--- config.mk ---
export PLATFORM = sky130hd
export DESIGN_NAME = stat_group
export DESIGN_NICKNAME = d
export VERILOG_FILES = /design/src/rtl/stat_group.sv
export SDC_FILE = /design/constraint.sdc
export NUM_CORES = 1
export LEC_CHECK = 0
export ABC_CLOCK_PERIOD_IN_PS = 1400
export BUFFER_PORTS_ARGS = -buffer_cell sky130_fd_sc_hd__buf_2
export CAP_MARGIN = 10
export CORE_UTILIZATION = 39
export CTS_BUF_LIST = sky130_fd_sc_hd__clkbuf_8
export DETAILED_ROUTE_END_ITERATION = 7
export HOLD_SLACK_MARGIN = 0.12
export PLACE_DENSITY = 0.81
export REMOVE_ABC_BUFFERS = 1
export SLEW_MARGIN = 0
export SYNTH_ARGS = -nofsm -noshare
export SYNTH_HDL_FRONTEND = slang
export SYNTH_SLANG_ARGS = --single-unit
--- constraint.sdc ---
create_clock -name clk -period 1.4 [get_ports clk]
set_clock_uncertainty 0.2 [all_clocks]
set_input_delay 0.14 -clock clk [delete_from_list [all_inputs] [get_ports clk]]
set_output_delay 0.14 -clock clk [all_outputs]
set_load 0.03 [all_outputs]
--- src/rtl/stat_group.sv ---
module stat_group #(
  parameter int W = 16,
  parameter logic [W-1:0] USED_MASK = 16'h1A10
) (
  input  logic         clk,
  input  logic         rst_n,
  input  logic [W-1:0] cond_in,
  input  logic         rd_en,
  input  logic         wr_en,
  input  logic [1:0]   addr,
  input  logic [W-1:0] wdata,
  input  logic         clr_stat,
  output logic [W-1:0] rdata,
  output logic         summary
);
  localparam logic [1:0] A_COND = 2'd0;
  localparam logic [1:0] A_EVT  = 2'd1;
  localparam logic [1:0] A_ENA  = 2'd2;

  logic [W-1:0] cond_m, prev_q, ev_q, en_q, rise;
  logic         armed_q, rd_evt, wr_ena;

  assign cond_m = cond_in & USED_MASK;
  assign rise   = armed_q ? (cond_m & ~prev_q) : '0;
  assign rd_evt = rd_en && (addr == A_EVT);
  assign wr_ena = wr_en && (addr == A_ENA);

  always_ff @(posedge clk) begin
    if (!rst_n) begin
      armed_q <= 1'b0;
      prev_q  <= '0;
      ev_q    <= '0;
      en_q    <= '0;
    end else begin
      armed_q <= 1'b1;
      prev_q  <= cond_m;
      ev_q    <= ((rd_evt || clr_stat) ? '0 : ev_q) | rise;
      if (wr_ena) en_q <= wdata & USED_MASK;
    end
  end

  always_comb begin
    rdata = '0;
    if (rd_en) begin
      case (addr)
        A_COND:  rdata = cond_m;
        A_EVT:   rdata = ev_q;
        A_ENA:   rdata = en_q;
        default: rdata = '0;
      endcase
    end
  end

  assign summary = |(ev_q & en_q);
endmodule

==> metrics.md <==
| Metric | Value |
|---|---|
| Final Cycle Share | `102%` |
| Final hold violation count | `0` |
| Status | `finished, violations left` |
| Leakage power | `0.000438 uW` |
| IO Count | `56` |
| Largest family of logic cells by synthesized area | `buffers and inverters` |
| Failing checks | `design-rule violations, negative setup slack` |
| # rows | `14` |
| Filler instances | `130` |
| Register area share after synthesis | `37.5%` |
| Hold WC Path Type | `input port to register` |
| Non-filler cells, final | `124` |
| Max cap viols | `0` |
| P&R area growth vs syn | `35.2%` |
| Vias per std cell | `4.92` |
| Crit path DAT | `1090 ps` |
| Worst EP required | `1060 ps` |
| Number of global-route vias before repair | `588` |
| Kind of critical path | `register to primary output` |
| Final setup fails | `3` |
| Root Driver | `clkbuf_8` |
| Total vias in the final route | `610` |
| Final core occ | `59.4%` |
| Synth warn | `0` |
| Cells after synthesis | `77` |
| Grt total ovfl | `0` |
| Syn avg cell area | `9.00 sq um` |
| Total CTS buffers | `3` |
| Fmax | `702 MHz` |
| CTS clk-pin slew, worst paths | `60 ps` |
| Final net count | `148` |
| N_diodes | `0` |
| Core Region | `1580 sq um` |
| Post-Syn Area | `693 sq um` |
| Placed cell count | `109` |
| Die footprint | `1950 sq um` |
| Post-synthesis mux area share | `5.78%` |
| Clock Sinks | `13` |
| TritonCTS clock tree | `done` |
| Yosys cell types | `16` |
| Post-DR wirelength/cell | `12.2 um` |
| Power per cell area | `971 nW/um^2` |
| Port bufs | `19` |
| H-tree depth | `1` |
| DR iter-0 viols | `21` |
| Post-Synth Simple-Gate Area | `19.1%` |
| Die W | `44.2 um` |
| Pin count of the biggest net entering global routing | `11` |
| Final worst slack | `-25.3 ps` |
| Adder-Cell Fraction of Synth Area | `0%` |
| Worst slack, placed | `83.5 ps` |
| Die Span Y | `44.2 um` |
| Fin Setup TNS | `-51.7 ps` |
| Most common cell after layout, fill and taps aside | `buf_2` |
| Initial core utilization | `44.0%` |
| GR Util All Layers | `17.4%` |
| Max Root-Sink Buffers | `2` |
| Routed wire length | `1.51 mm` |
| Clock Latency Late Sink | `240 ps` |
| RSZ-0062 raised after global routing | `yes` |
| Initial antenna violation count | `0` |
| Commonest cells after routing, fill and taps aside | `buf_2, conb_1, and2_1, dfxtp_1, dlygate4sd3_1` |
| DRC viols | `4` |
| Compound-Gate Fraction of Synth Area | `17.5%` |
| Synth Register Bits | `13` |
| Placer Congestion | `0.817` |
| Worst-path maximum fanout | `3` |
| Setup crit start kind | `register` |
| TritonRoute pass-1 iters | `6` |
| Layout cells sized above 1 | `28.7%` |
| Pwr Total | `910 uW` |
| Global-route wire length before repair | `2.46 mm` |
| Slew Limit Fails | `0` |
| Post-layout minimum cycle time | `1430 ps` |
| Crit. End Element | `primary output` |
| Synth Area in XOR/XNOR | `0%` |
| Max VDD drop | `0.526 mV` |
| Post-route ant nets | `0` |
cell families after synthesis:
family	count (synthesis)
flops	13
buf+inv	21
other cells	1
mux	4
compound gates	15
simple gates	23
cell usage after synthesis:
cell      number  share of area (%)
nand3_1        4                2.9
dfxtp_1       13                 38
nand2_1        5                2.7
buf_4         13                 14
conb_1         1               0.54
a22oi_1        2                2.2
inv_1          5                2.7
and2_1         9                8.1
mux2i_1        4                5.8
inv_2          1               0.54
a32o_1         4                5.8
a311oi_4       1                3.8
nand3b_1       5                5.4
clkbuf_1       1               0.54
o21ai_0        8                5.8
buf_6          1                1.6
area by class of cell:
cell class                      count  area (sq um)  share of cell area (%)
Multi-Input combinational cell     54           339                    36.2
Sequential cell                    13           265                    28.3
Timing Repair Buffer               31           244                    26.0
Clock buffer                        3          41.3                    4.41
Inverter                            6          22.5                    2.40
Tap cell                           16          20.0                    2.14
Clock inverter                      1          5.00                   0.534
where the power goes:
group | total (uW) | leakage [uW] | internal, uW | switching [uW]
clock | 330 | 0.0000255 | 196 | 134
sequential | 398 | 0.000109 | 389 | 9.42
combinational | 182 | 0.000303 | 74.4 | 107
final timing paths:
| kind | start | to | slack, ps | cells after the start |
|---|---|---|---|---|
| worst max-delay path | en_q[9]$_SDFFE_PN0P_ | rdata[9] | -30 | 4 |
| worst max register to register | armed_q$_DFF_P_ | ev_q[9]$_SDFF_PN0_ | 350 | 2 |
| worst min-delay path | rst_n | armed_q$_DFF_P_ | 140 | 3 |
| worst min register to register | en_q[11]$_SDFFE_PN0P_ | en_q[11]$_SDFFE_PN0P_ | 290 | 2 |
layer usage:
| layer | track usage [%] | vias up | part of all wire (%) |
|---|---|---|---|
| met3 | 6.53 | 0 | 7.7 |
| met1 | 17.4 | 280 | 39 |
| met5 | 0 | - | 0 |
| met2 | 32.9 | 31 | 53 |
| li1 | - | 299 | - |
| met4 | 5.45 | 0 | 0 |
registers in the layout, summed over array words and instances (netlist names):
| register | count |
|---|---|
| en_q | 4 |
| ev_q | 4 |
| prev_q | 4 |
| armed_q | 1 |
per-stage QoR:
stage,hold WS (ps),cell area [sq um]
6_report,136,937
5_1_grt,143,937
4_1_cts,159,921
3_5_place_dp,145,744
3_3_place_gp,151,744
2_1_floorplan,-32.3,622
worst max-delay path: stages, from the launching register on:
cell and delay, ps:
dfxtp_2 340, mux2i_1 70, o21ai_1 140, and2_1 160, buf_6 130
what timing repair did:
item	in CTS	in global routing
endpoints found under the setup margin	4	9
buffers inserted	0	1
pin swaps	3	3
hold buffers	10	0
gates resized for setup	14	5
endpoints found under the hold margin	13	0
Power figures use the tool's default switching activity.
